## config.mk

```make
export PLATFORM = sky130hd
export DESIGN_NAME = sd_nib_rx
export DESIGN_NICKNAME = d
export VERILOG_FILES = /design/src/rtl/sdrx_pkg.sv /design/src/rtl/sdrx_tick.sv /design/src/rtl/sdrx_crc_lane.sv /design/src/rtl/sdrx_dp.sv /design/src/rtl/sdrx_ctrl.sv /design/src/rtl/sd_nib_rx.sv
export SDC_FILE = /design/constraint.sdc
export NUM_CORES = 1
export LEC_CHECK = 0
export CORE_ASPECT_RATIO = 0.9
export CORE_MARGIN = 4
export CORE_UTILIZATION = 38
export CTS_CLUSTER_DIAMETER = 80
export DETAILED_ROUTE_END_ITERATION = 6
export SYNTH_ARGS = -nofsm -noshare
export SYNTH_HDL_FRONTEND = slang
export SYNTH_SLANG_ARGS = --single-unit
```

## constraint.sdc

```tcl
create_clock -name clk -period 3.62 [get_ports clk]
set_input_delay 0.543 -clock clk [delete_from_list [all_inputs] [get_ports clk]]
set_output_delay 0.543 -clock clk [all_outputs]
set_load 0.02 [all_outputs]
```

## src/rtl/sdrx_pkg.sv

```systemverilog
package sdrx_pkg;
  localparam int LANES = 4;
  localparam int CRC_BITS = 16;
  localparam logic [CRC_BITS-1:0] CRC_POLY = 16'h1021;

  typedef enum logic [1:0] {
    ERR_NONE    = 2'd0,
    ERR_CRC     = 2'd1,
    ERR_FRAME   = 2'd2,
    ERR_TIMEOUT = 2'd3
  } err_e;

  typedef enum logic [1:0] {
    S_IDLE,
    S_WAIT,
    S_DATA,
    S_END
  } state_e;

  typedef struct packed {
    logic blkClr;
    logic nibEn;
  } strobe_t;
endpackage

```

## src/rtl/sdrx_tick.sv

```systemverilog
module sdrx_tick #(
  parameter int DIV_W = 10
) (
  input  logic             clk,
  input  logic             rstN,
  input  logic             run,
  input  logic [DIV_W-1:0] divSel,
  output logic             tick
);
  logic [DIV_W-1:0] cnt;
  logic [DIV_W-1:0] divEff;

  assign divEff = (divSel < DIV_W'(2)) ? DIV_W'(2) : divSel;
  assign tick   = run && (cnt == divEff - DIV_W'(1));

  always_ff @(posedge clk or negedge rstN) begin
    if (!rstN)          cnt <= '0;
    else if (!run)      cnt <= '0;
    else if (tick)      cnt <= '0;
    else                cnt <= cnt + DIV_W'(1);
  end
endmodule

```

## src/rtl/sdrx_crc_lane.sv

```systemverilog
module sdrx_crc_lane
  import sdrx_pkg::*;
(
  input  logic                clk,
  input  logic                rstN,
  input  logic                clr,
  input  logic                en,
  input  logic                bitIn,
  output logic [CRC_BITS-1:0] rem
);
  logic fb;
  assign fb = bitIn ^ rem[CRC_BITS-1];

  always_ff @(posedge clk or negedge rstN) begin
    if (!rstN)    rem <= '0;
    else if (clr) rem <= '0;
    else if (en)  rem <= {rem[CRC_BITS-2:0], 1'b0} ^ (fb ? CRC_POLY : '0);
  end
endmodule

```

## src/rtl/sdrx_dp.sv

```systemverilog
module sdrx_dp
  import sdrx_pkg::*;
#(
  parameter int BLK_BYTES = 512
) (
  input  logic             clk,
  input  logic             rstN,
  input  strobe_t          stb,
  input  logic [LANES-1:0] dat,
  output logic [7:0]       outByte,
  output logic             outValid,
  output logic             nibLast,
  output logic             crcZero
);
  localparam int DATA_NIBS = BLK_BYTES * 2;
  localparam int ALL_NIBS  = DATA_NIBS + CRC_BITS;
  localparam int NIB_W     = $clog2(ALL_NIBS + 1);

  logic [NIB_W-1:0]    nibIdx;
  logic [LANES-1:0]    hiNib;
  logic [LANES-1:0]    laneZero;
  logic                inData;

  assign inData  = nibIdx < NIB_W'(DATA_NIBS);
  assign nibLast = nibIdx == NIB_W'(ALL_NIBS - 1);
  assign crcZero = &laneZero;

  always_ff @(posedge clk or negedge rstN) begin
    if (!rstN) begin
      nibIdx   <= '0;
      hiNib    <= '0;
      outByte  <= '0;
      outValid <= 1'b0;
    end else begin
      outValid <= 1'b0;
      if (stb.blkClr) begin
        nibIdx <= '0;
      end else if (stb.nibEn) begin
        nibIdx <= nibIdx + NIB_W'(1);
        if (inData) begin
          if (!nibIdx[0]) begin
            hiNib <= dat;
          end else begin
            outByte  <= {hiNib, dat};
            outValid <= 1'b1;
          end
        end
      end
    end
  end

  for (genvar g = 0; g < LANES; g++) begin : g_lane
    logic [CRC_BITS-1:0] rem;
    sdrx_crc_lane u_crc (
      .clk   (clk),
      .rstN  (rstN),
      .clr   (stb.blkClr),
      .en    (stb.nibEn),
      .bitIn (dat[g]),
      .rem   (rem)
    );
    assign laneZero[g] = (rem == '0);
  end
endmodule

```

## src/rtl/sdrx_ctrl.sv

```systemverilog
module sdrx_ctrl
  import sdrx_pkg::*;
#(
  parameter int CNT_W = 8,
  parameter int TO_W  = 16
) (
  input  logic             clk,
  input  logic             rstN,
  input  logic             start,
  input  logic             crcEn,
  input  logic [CNT_W-1:0] blkTotal,
  input  logic [TO_W-1:0]  toLimit,
  input  logic             tick,
  input  logic [LANES-1:0] dat,
  input  logic             nibLast,
  input  logic             crcZero,
  output strobe_t          stb,
  output logic             busy,
  output logic             blkDone,
  output logic [CNT_W-1:0] blkCount,
  output err_e             errCode
);
  state_e           state;
  logic [CNT_W-1:0] totReg;
  logic             crcEnReg;
  logic [TO_W-1:0]  toCnt;
  logic [CNT_W-1:0] nextCnt;

  assign busy       = state != S_IDLE;
  assign nextCnt    = blkCount + CNT_W'(1);
  assign stb.blkClr = (state == S_WAIT) && tick && (dat == '0);
  assign stb.nibEn  = (state == S_DATA) && tick;

  always_ff @(posedge clk or negedge rstN) begin
    if (!rstN) begin
      state    <= S_IDLE;
      totReg   <= '0;
      crcEnReg <= 1'b0;
      toCnt    <= '0;
      blkCount <= '0;
      errCode  <= ERR_NONE;
      blkDone  <= 1'b0;
    end else begin
      blkDone <= 1'b0;
      case (state)
        S_IDLE: begin
          if (start && (blkTotal != '0)) begin
            state    <= S_WAIT;
            totReg   <= blkTotal;
            crcEnReg <= crcEn;
            toCnt    <= '0;
            blkCount <= '0;
            errCode  <= ERR_NONE;
          end
        end
        S_WAIT: begin
          if (tick) begin
            if (dat == '0) begin
              state <= S_DATA;
            end else if ((toLimit != '0) && (toCnt == toLimit - TO_W'(1))) begin
              state   <= S_IDLE;
              errCode <= ERR_TIMEOUT;
            end else begin
              toCnt <= toCnt + TO_W'(1);
            end
          end
        end
        S_DATA: begin
          if (tick && nibLast) state <= S_END;
        end
        S_END: begin
          if (tick) begin
            if (dat != '1) begin
              errCode <= ERR_FRAME;
              state   <= S_IDLE;
            end else if (crcEnReg && !crcZero) begin
              errCode <= ERR_CRC;
              state   <= S_IDLE;
            end else begin
              blkCount <= nextCnt;
              blkDone  <= 1'b1;
              toCnt    <= '0;
              state    <= (nextCnt == totReg) ? S_IDLE : S_WAIT;
            end
          end
        end
        default: state <= S_IDLE;
      endcase
    end
  end
endmodule

```

## src/rtl/sd_nib_rx.sv

```systemverilog
module sd_nib_rx
  import sdrx_pkg::*;
#(
  parameter int BLK_BYTES = 512,
  parameter int CNT_W     = 8,
  parameter int DIV_W     = 10,
  parameter int TO_W      = 16
) (
  input  logic             clk,
  input  logic             rstN,
  input  logic             start,
  input  logic             crcEn,
  input  logic [CNT_W-1:0] blkTotal,
  input  logic [DIV_W-1:0] divSel,
  input  logic [TO_W-1:0]  toLimit,
  input  logic [3:0]       dat,
  output logic [7:0]       outByte,
  output logic             outValid,
  output logic             blkDone,
  output logic [CNT_W-1:0] blkCount,
  output logic             busy,
  output logic             errFlag,
  output logic [1:0]       errCode
);
  strobe_t stb;
  logic    tick;
  logic    nibLast;
  logic    crcZero;
  err_e    errSt;

  assign errCode = errSt;
  assign errFlag = errSt != ERR_NONE;

  sdrx_tick #(.DIV_W(DIV_W)) u_tick (
    .clk    (clk),
    .rstN   (rstN),
    .run    (busy),
    .divSel (divSel),
    .tick   (tick)
  );

  sdrx_ctrl #(.CNT_W(CNT_W), .TO_W(TO_W)) u_ctrl (
    .clk      (clk),
    .rstN     (rstN),
    .start    (start),
    .crcEn    (crcEn),
    .blkTotal (blkTotal),
    .toLimit  (toLimit),
    .tick     (tick),
    .dat      (dat),
    .nibLast  (nibLast),
    .crcZero  (crcZero),
    .stb      (stb),
    .busy     (busy),
    .blkDone  (blkDone),
    .blkCount (blkCount),
    .errCode  (errSt)
  );

  sdrx_dp #(.BLK_BYTES(BLK_BYTES)) u_dp (
    .clk      (clk),
    .rstN     (rstN),
    .stb      (stb),
    .dat      (dat),
    .outByte  (outByte),
    .outValid (outValid),
    .nibLast  (nibLast),
    .crcZero  (crcZero)
  );
endmodule

```

# --- Word level (Yosys, flattened, before mapping) ---
# Cells that the tools add are included.
# W data, S select, Z words.
totals:
  register_bits: 136
  inputBits: 42
  output_inout_bits: 22
  word_cells: 139
op_classes:
  addsub: 6
  order_cmp: 2
  eq_ne: 19
  mux: 56
  n_bitwise: 10
  n_reduce_logical: 30
op_table:
  columns: ["operator", "count"]
  rows:
  - ["$mux W16", 15]
  - ["$logic_not A16 Y1", 4]
  - ["$xor A16 B13 Y16", 4]
  - ["$mux W13", 4]
  - ["$pmux W16 S3", 1]
  - ["$mux W8", 4]
  - ["$mux W10", 3]
  - ["$mux W2", 15]
  - ["$mux W11", 2]
  - ["$add A16 B1 Y16 const B", 1]
  - ["$eq A16 B16 Y1", 1]
  - ["$pmux W8 S2", 1]
  - ["$reduce_bool A16 Y1", 1]
  - ["$sub A16 B1 Y16 const B", 1]
  - ["$ne A2 B2 Y1 const B", 6]
  - ["$reduce_and A4 Y1", 3]
  - ["$add A11 B1 Y11 const B", 1]
  - ["$eq A11 B11 Y1 const B", 1]
  - ["$lt A11 B11 Y1 const B", 1]
  - ["$add A10 B1 Y10 const B", 1]
  - ["$eq A10 B10 Y1", 1]
  - ["$lt A10 B2 Y1 const B", 1]
  - ["$reduce_and A5 Y1", 2]
  - ["$sub A10 B1 Y10 const B", 1]
  - ["other kinds (23)", 48]

# --- Depth between registers and ports, before layout ---
# Gate-level depths: netlist of the first run.
depth:
  ltp_word: 9
  ltp_mapped: 17
  depth_no_buf: 12

# --- Modules after synthesis ---
# Synthesis of the first run repeated with hierarchy kept, for this count alone.
unflattened:
  hier_cells: 753
  hier_area_um2: 7517.2
modules_own_cells:
  columns: ["module", "n_inst", "cells_per_inst", "area_each_um2", "seq_area_each_um2"]
  rows:
  - ["sdrx_crc_lane", 4, 58, 688.2, 400.4]
  - ["sdrx_ctrl", 1, 317, 2706.3, 950.9]
  - ["sdrx_dp", 1, 108, 1208.7, 600.6]
  - ["sdrx_tick", 1, 95, 843.3, 250.2]
  - ["sd_nib_rx", 1, 1, 6.3, 0.0]

# --- Worst setup path after synthesis of the first run ---
# OpenSTA, ideal clock, no wires.
synth_timing:
  kind: "in2reg"
  from: "input divSel[2]"
  to: "register u_dp.hiNib[0]"
  setup_time_ns: 0.127
  arrival_time_ns: 3.780
  t_required_ns: 3.493
  setup_slack_ns: -0.287
  stages: 15
  path_buffers: 3
  path_cell_list: "buf_2 > or3_1 > buf_2 > nor3_1 > nor2_1 > ha_1 > clkbuf_1 > nor3b_1 > xnor2_1 > a2111oi_2 > nand3_1 > a211oi_4 > nand2_2 > or3_4 > mux2_1"
synth_between:
  elab_chain_len: 9
  word_cells_on_any_way: 10
  cone_classes: "add/sub (1); order compare (1); eq/ne (1); mux (1); bitwise (1); reduce/logical (5)"
synth_rtl:
  columns: ["element", "line", "text"]
  rows:
  - ["start: declaration", "sd_nib_rx.sv:14", "input logic [DIV_W-1:0] divSel,"]
  - ["$lt A10 B2 Y1", "sdrx_tick.sv:13", "assign divEff = (divSel < DIV_W'(2)) ? DIV_W'(2) : divSel;"]
  - ["$mux W10 (*)", "sdrx_tick.sv:13", null]
  - ["$sub A10 B1 Y10 (*)", "sdrx_tick.sv:14", "assign tick = run && (cnt == divEff - DIV_W'(1));"]
  - ["$eq A10 B10 Y1 (*)", "sdrx_tick.sv:14", null]
  - ["$logic_and A1 B1 Y1 (*)", "sdrx_tick.sv:14", null]
  - ["$logic_and A1 B1 Y1 (2 in a row)", "sdrx_ctrl.sv:31", "assign stb.blkClr = (state == S_WAIT) && tick && (dat == '0);"]
  - ["$not A1 Y1 (no source line)", null, null]
  - ["$reduce_and A4 Y1 (no source line) (*)", null, null]
  - ["end signal: assignment", "sdrx_dp.sv:42", "hiNib <= dat;"]
  - ["end: declaration", "sdrx_dp.sv:20", "logic [LANES-1:0] hiNib;"]
# Mark *: on every way between the ends. The rest lies on a longest branch, timed or not.
# A chain may end at the register's enable or synchronous reset.

# --- Final worst setup path of the first run ---
layout_timing:
  from: "input divSel[9]"
  to: "register u_dp.outByte[5]"
layout_between:
  elab_chain_len: 9
  word_cells_on_any_way: 10
  cone_classes: "add/sub (1); order compare (1); eq/ne (1); mux (1); bitwise (1); reduce/logical (5)"
layout_rtl:
  columns: ["element", "line", "text"]
  rows:
  - ["$lt A10 B2 Y1", "sdrx_tick.sv:13", null]
  - ["$mux W10 (*)", "sdrx_tick.sv:13", null]
  - ["$sub A10 B1 Y10 (*)", "sdrx_tick.sv:14", null]
  - ["$eq A10 B10 Y1 (*)", "sdrx_tick.sv:14", null]
  - ["$logic_and A1 B1 Y1 (*)", "sdrx_tick.sv:14", null]
  - ["$logic_and A1 B1 Y1 (2 in a row)", "sdrx_ctrl.sv:31", null]
  - ["$not A1 Y1 (no source line)", null, null]
  - ["$reduce_and A4 Y1 (no source line) (*)", null, null]
  - ["end signal: assignment", "sdrx_dp.sv:44", "outByte <= {hiNib, dat};"]
  - ["end: declaration", "sdrx_dp.sv:10", "output logic [7:0] outByte,"]
# Marks and branches as above.

==> results_dict.tcl, run 1 <==
set metrics [dict create \
    status "completed" \
    ant_nets 0 \
    vdd_ir_drop_max_uv 327 \
    numPortBuffers 63 \
    drv_cap 0 \
    total_power_mw 4.01 \
    diodes 0 \
    htree_levels 4 \
    syn_nets 753 \
    yosysTopAreaCellShare_pct 46.7 \
    start_util_pct 39.1 \
    crit_required_ps 3920 \
    vias 6153 \
    synth.distinct_cells 69 \
    clock_skew_ps 9.30 \
    finalSetupTns_ps 0 \
    routabilityCongestion 0.841 \
    maxSlewViolCount 0 \
    grt_pass1_wl_um 31700 \
    synth_area_sq_um 7290 \
    fmax_mhz 286 \
    critical_path.top_delay_family "simple AND/OR/NAND/NOR gates" \
    yosys-top-cells-area "dfrtp_1, a22o_1, xnor2_1, xor2_1, mux2_2" \
    die_area_sq_um 21500 \
    rsz0062_at_grt "false" \
    hp-class "input pin to asynchronous set/reset pin" \
    layout-drive-gt1-share_pct 20.8 \
    postPlaceCellArea_sq_um 8750 \
    fp.dieH_um 139 \
    synth_largest_area_cell "dfrtp_1" \
    place.detailed.hpwl_um 13400 \
    rows 47 \
    io_pins 64 \
    arrival_ps 3800 \
    drt-initial-drc-count 498 \
    grt_util_all_layers_pct 17.8 \
    critical_path.max_stage_delay_ps 580 \
    yosysWarningCount 0 \
    grt_max_degree 72 \
    finalWirelength_um 18700 \
    wire_per_inst_um 17.1 \
    via_per_inst 5.63 \
    clk_path_buf_depth 2 \
    finalCritPeriodShare_pct 96.7 \
    synth_common_cells "dfrtp_1, a22o_1, nand2_1" \
    synth_edf_count 0 \
    layout_setup_ws_ps 119 \
    ys_seq_area_share_pct 46.7 \
    firstDrtPassIters 5 \
    fp.coreArea_sq_um 18600 \
    ys_async_sr_fraction_pct 100 \
    final_net_count 883 \
    slowest_stage "or4_4" \
    die_width_um 154 \
    grt_pass1_vias 6157 \
    clkLatencyLatePin_ps 420 \
    crit_chain "clkbuf_2 > or4_4 > nor3_4 > nor2_2 > ha_4 > nor3b_4 > xnor2_2 > a2111oi_2 > buf_4 > buf_6 > nand4_1 > a21o_1 > nor4b_4 > buf_4 > mux2_4" \
    syn-instance-count 705 \
    ys_ff_latch 136 \
    final_area_sq_um 9520 \
    antenna_found_initial 0 \
    cts_sinks 136 \
    critical_path.startpoint_type "input pin" \
    max_slew_margin_pct 44.2 \
    power.density_nw_per_um2 421 \
    setup_viol_count_final 0 \
    p_leak_nw 4.19 \
    worstMarginPinSlew_ps 837 \
    finalCriticalPeriod_ps 3500 \
    grt_remaining_overflow 0 \
    path_buf_inv 4 \
    tritoncts "built" \
    worst-path-max-fanout 7 \
    drc_errors 0 \
    cts-buffers-inserted 17 \
    hold_viol_final 0 \
    dp_slack_ps -731 \
    endpoint_kind "flop" \
    ys.flop_type "dfrtp_1" \
    cts-root-buf "clkbuf_16" \
    clkTransAtPathRegs_ps 60 \
    syn2layout_area_growth_pct 30.6 \
    avgSynthCellArea_sq_um 10.3 \
    yosysMostFrequentCell "dfrtp_1" \
    path_class "input pin to flop" \
    cpMostUsedCell "buf_4" \
]
layout make-up:
class | count | area (sq um)
clock inverter | 9 | 138
fill | 1653 | 9130
tap | 245 | 307
clock buffer | 23 | 488
multi-input combinational | 519 | 3820
sequential | 136 | 3400
inverter | 12 | 45.0
timing repair buffer | 149 | 1320
stage by stage:
step           hold WS, ps  utilization [%]  std cells
6_report               223             51.1       1093
3_3_place_gp           490             46.9       1054
5_1_grt                288             51.1       1093
4_1_cts                250             50.7       1091
3_5_place_dp           489             46.9       1054
2_1_floorplan          247                -        705
routing by layer:
| metal | vias to the layer above | GRT usage (%) | wire, um |
|---|---|---|---|
| li1 | 2903 | - | - |
| met1 | 3050 | 26.7 | 9200 |
| met2 | 172 | 25.9 | 8350 |
| met3 | 28 | 3.32 | 901 |
| met4 | 0 | 5.72 | 296 |
| met5 | - | 0 | 0 |
final timing paths:
path | start | cells after the start | slack [ps] | end
max reg2reg | u_ctrl.toCnt[3] | 9 | 690 | u_ctrl.errCode[1]
max in group asynchronous | rstN | 2 | 2520 | u_ctrl.totReg[6]
min | rstN | 1 | 220 | u_dp.g_lane[2].u_crc.rem[2]
min in group clk | u_dp.g_lane[2].u_crc.rem[5] | 2 | 510 | u_dp.g_lane[2].u_crc.rem[5]
min reg2reg | u_dp.g_lane[2].u_crc.rem[5] | 2 | 510 | u_dp.g_lane[2].u_crc.rem[5]
max | divSel[9] | 15 | 120 | u_dp.outByte[5]
placed cells by master, fill, tap and decap left out, types with 5 or more instances in the layout:
master,synthesis,routed
mux2_2,17,9
mux2i_1,8,8
mux2_4,0,9
a21oi_1,14,14
nand2b_1,7,7
o311ai_1,5,5
or4_1,7,6
clkbuf_16,0,17
nand4_1,16,16
o21ai_0,25,24
nor2_1,44,42
dfrtp_1,136,136
xnor2_1,37,36
clkdlybuf4s50_1,0,54
inv_1,12,12
nor4_1,25,24
o311ai_0,5,5
buf_4,0,81
nand4b_1,11,11
a21o_1,6,6
nor2b_1,6,5
ha_1,6,5
nand2_1,49,49
and3_1,12,12
nor3_1,24,22
o31ai_1,5,5
nand3_1,24,23
xor2_1,32,32
a22o_1,58,58
power by group:
part / internal (mW) / switching (mW)
clock network: 1.16 / 0.640
logic: 0.267 / 0.252
registers: 1.59 / 0.102
what timing repair did:
item                       in CTS  in global routing
setup endpoints to repair     113                112
setup buffers                   4                  2
hold buffers                    0                  0
pin swaps                      10                  8
gates cloned                    1                  0
resized for setup              19                 21
cell families (layout without fill, tap and decap cells):
kind of cell	after synthesis	in the layout	synth area share (%)
buffers and inverters	50	193	3.07
xor gates and xnor gates	69	69	8.29
and+or+nand+nor	261	261	20.0
adders and majority gates	6	6	1.03
muxes	30	30	4.50
DFF	136	136	46.7
AOI/OAI and AO/OA	153	153	16.4
flip-flops by register name, indices dropped and copies added, names as in the netlist, named ones only:
signal	flops
u_dp.outByte	8
u_tick.cnt	10
u_dp.outValid	1
u_ctrl.totReg	8
u_ctrl.blkDone	1
u_dp.g_lane.u_crc.rem	64
u_dp.hiNib	4
u_ctrl.blkCount	8
u_dp.nibIdx	11
u_ctrl.errCode	2
u_ctrl.toCnt	16
u_ctrl.state	1
u_ctrl.crcEnReg	1
(Power assumes the default switching activity.)
==> inputs of run 2 (changes only) <==
Settings changed: SKIP_LAST_GASP set to 1.
==> results of run 2 <==
The final DEF is identical to that of run 1; final timing and power are the same.
==> inputs of run 3 (changes only) <==
Settings changed: REMOVE_ABC_BUFFERS set to 1.
==> run 3 against run 2 <==
Net effect: clock skew grew 4.5 ps; wire length grew 1.0%; cell area is essentially flat; critical endpoint is now u_dp.hiNib[1]; largest cell class unchanged.
==> results_dict.tcl, run 3 (same netlist as run 1, synthesis figures left out) <==
set metrics [dict create \
    status "completed" \
    ant_nets 0 \
    io_pins 64 \
    numPortBuffers 63 \
    vdd_ir_drop_max_uv 314 \
    wire_per_inst_um 17.3 \
    final_area_sq_um 9510 \
    slowest_stage "or4_4" \
    grt_remaining_overflow 0 \
    critical_path.max_stage_delay_ps 580 \
    postPlaceCellArea_sq_um 8760 \
    drv_cap 0 \
    antenna_found_initial 0 \
    clkTransAtPathRegs_ps 60 \
    reg.largest.list "u_dp.g_lane.u_crc.rem x64, u_ctrl.toCnt x16, u_dp.nibIdx x11" \
    dp_slack_ps -682 \
    hold_viol_final 0 \
    grt_util_all_layers_pct 17.8 \
    cts_sinks 136 \
    maxSlewViolCount 0 \
    fmax_mhz 289 \
    die_width_um 154 \
    routabilityCongestion 0.838 \
    grt_use_met1_pct 24.3 \
    finalWirelength_um 18900 \
    grt_pass1_vias 6276 \
    worst-path-max-fanout 4 \
    diodes 0 \
    whs_ps 169 \
    syn2layout_area_growth_pct 30.5 \
    crit_required_ps 3910 \
    r2r_slack_ps 760 \
    final_core_util_pct 51.0 \
    finalCritPeriodShare_pct 95.6 \
    cts_hold_buf 0 \
    setup_viol_count_final 0 \
    htree_levels 4 \
    final_net_count 884 \
    largest_reg_flops 64 \
    grt_pass1_wl_um 31600 \
    crit_chain "clkbuf_2 > or4_4 > nor3_4 > nor2_1 > ha_2 > nor3b_2 > xnor2_1 > a2111oi_2 > nand3_1 > a211oi_4 > nand2_2 > or3_4 > mux2_1" \
    globalRoute.busiestLayer "met2" \
    cts-root-buf "clkbuf_16" \
    die_area_sq_um 21500 \
    use_met2_pct 27.7 \
    finalCriticalPeriod_ps 3460 \
    fp.coreArea_sq_um 18600 \
    final_cell_mix "dfrtp_1, buf_4, a22o_1" \
    arrival_ps 3760 \
    reg2reg_from "u_dp.g_lane[0].u_crc.rem[9]" \
    rr_endpoint "u_ctrl.blkCount[3]" \
    drt-initial-drc-count 422 \
    place.detailed.hpwl_um 13500 \
    firstDrtPassIters 5 \
    critical_path.startpoint_type "input pin" \
    via_per_inst 5.67 \
    worstMarginPinSlew_ps 776 \
    max_slew_margin_pct 48.2 \
    clock_skew_ps 13.8 \
    drc_errors 0 \
    rsz0062_at_grt "false" \
    start_util_pct 39.1 \
    grt.met3_usage_pct 4.44 \
    layout-drive-gt1-share_pct 20.9 \
    tritoncts "built" \
    place_inst 1053 \
    regMostFlops "u_dp.g_lane.u_crc.rem" \
    instances_no_fill 1092 \
    layout_setup_ws_ps 158 \
    clkLatencyLatePin_ps 420 \
    endpoint_kind "flop" \
    clk_path_buf_depth 2 \
    rows 47 \
    path_class "input pin to flop" \
    cts-buffers-inserted 17 \
    vias 6190 \
    final_common_cell "dfrtp_1" \
    reg2reg_depth 9 \
    hp-class "input pin to asynchronous set/reset pin" \
    fp.dieH_um 139 \
    p_leak_nw 4.18 \
    power.density_nw_per_um2 415 \
    grt_max_degree 137 \
]
## run 3: cell types whose count changed in the layout (fill, tap and decap cells not counted), sizes merged
cell	previous run	this run
dlymetal6s2s	2	3
buf	87	88
clkbuf	26	23
clkdlybuf4s50	54	53
clkinv	4	1
clkinvlp	1	3
inv	13	15
## run 3: what timing repair did
action / CTS / global route
endpoints found under the setup margin: 113 / 103
pin swaps: 10 / 14
gates resized for setup: 18 / 25
hold endpoints to repair: 0 / 0
setup buffers: 7 / 2
## run 3: how the worst max path moves through the flow
stage | start | to | slack (ps) | cells after the start
global placement | divSel[9] | u_dp.outByte[3] | -630 | 13
global route | divSel[1] | u_ctrl.errCode[1] | 10 | 14
finish | divSel[9] | u_dp.hiNib[1] | 160 | 13
detailed placement | divSel[9] | u_dp.nibIdx[7] | -680 | 14
CTS | divSel[2] | u_dp.nibIdx[10] | 40 | 17
floorplan | divSel[9] | u_dp.nibIdx[7] | -3100 | 12
## run 3: worst max-delay path: cells and delay by family
kind / cells / cell delay [ps]
compound gates: 2 / 750
xor+xnor: 1 / 130
fa+ha+maj: 1 / 190
buf+inv: 1 / 90
mux: 1 / 320
simple gates: 7 / 1730
## run 3: report_power, final
group	internal [mW]	switching (mW)	total, mW
clock	1.12	0.655	1.77
combinational	0.248	0.242	0.490
sequential	1.59	0.0988	1.69
total	2.95	0.996	3.95
## run 3: routing by layer
| metal | wire length, um | vias up |
|---|---|---|
| met5 | 0 | - |
| met4 | 412 | 0 |
| met3 | 1030 | 30 |
| met1 | 8690 | 3093 |
| li1 | - | 2911 |
| met2 | 8800 | 156 |
## run 3: layout make-up
type                    instances  area (sq um)
repair buffers                150          1370
inverters                      12          45.0
well taps                     245           307
clock buffers                  20           457
multi-input cells             519          3780
clock inverters                10           144
fillers                      1650          9130
flip-flops and latches        136          3400
## run 3: per-stage QoR
stage | TNS (ps) | power [mW]
final | 0 | 3.95
after global routing | 0 | 4.13
after CTS | 0 | 3.98
after detailed placement | -70540 | 2.19
after global placement | -64440 | 2.17
after floorplan | -200700 | 1.96
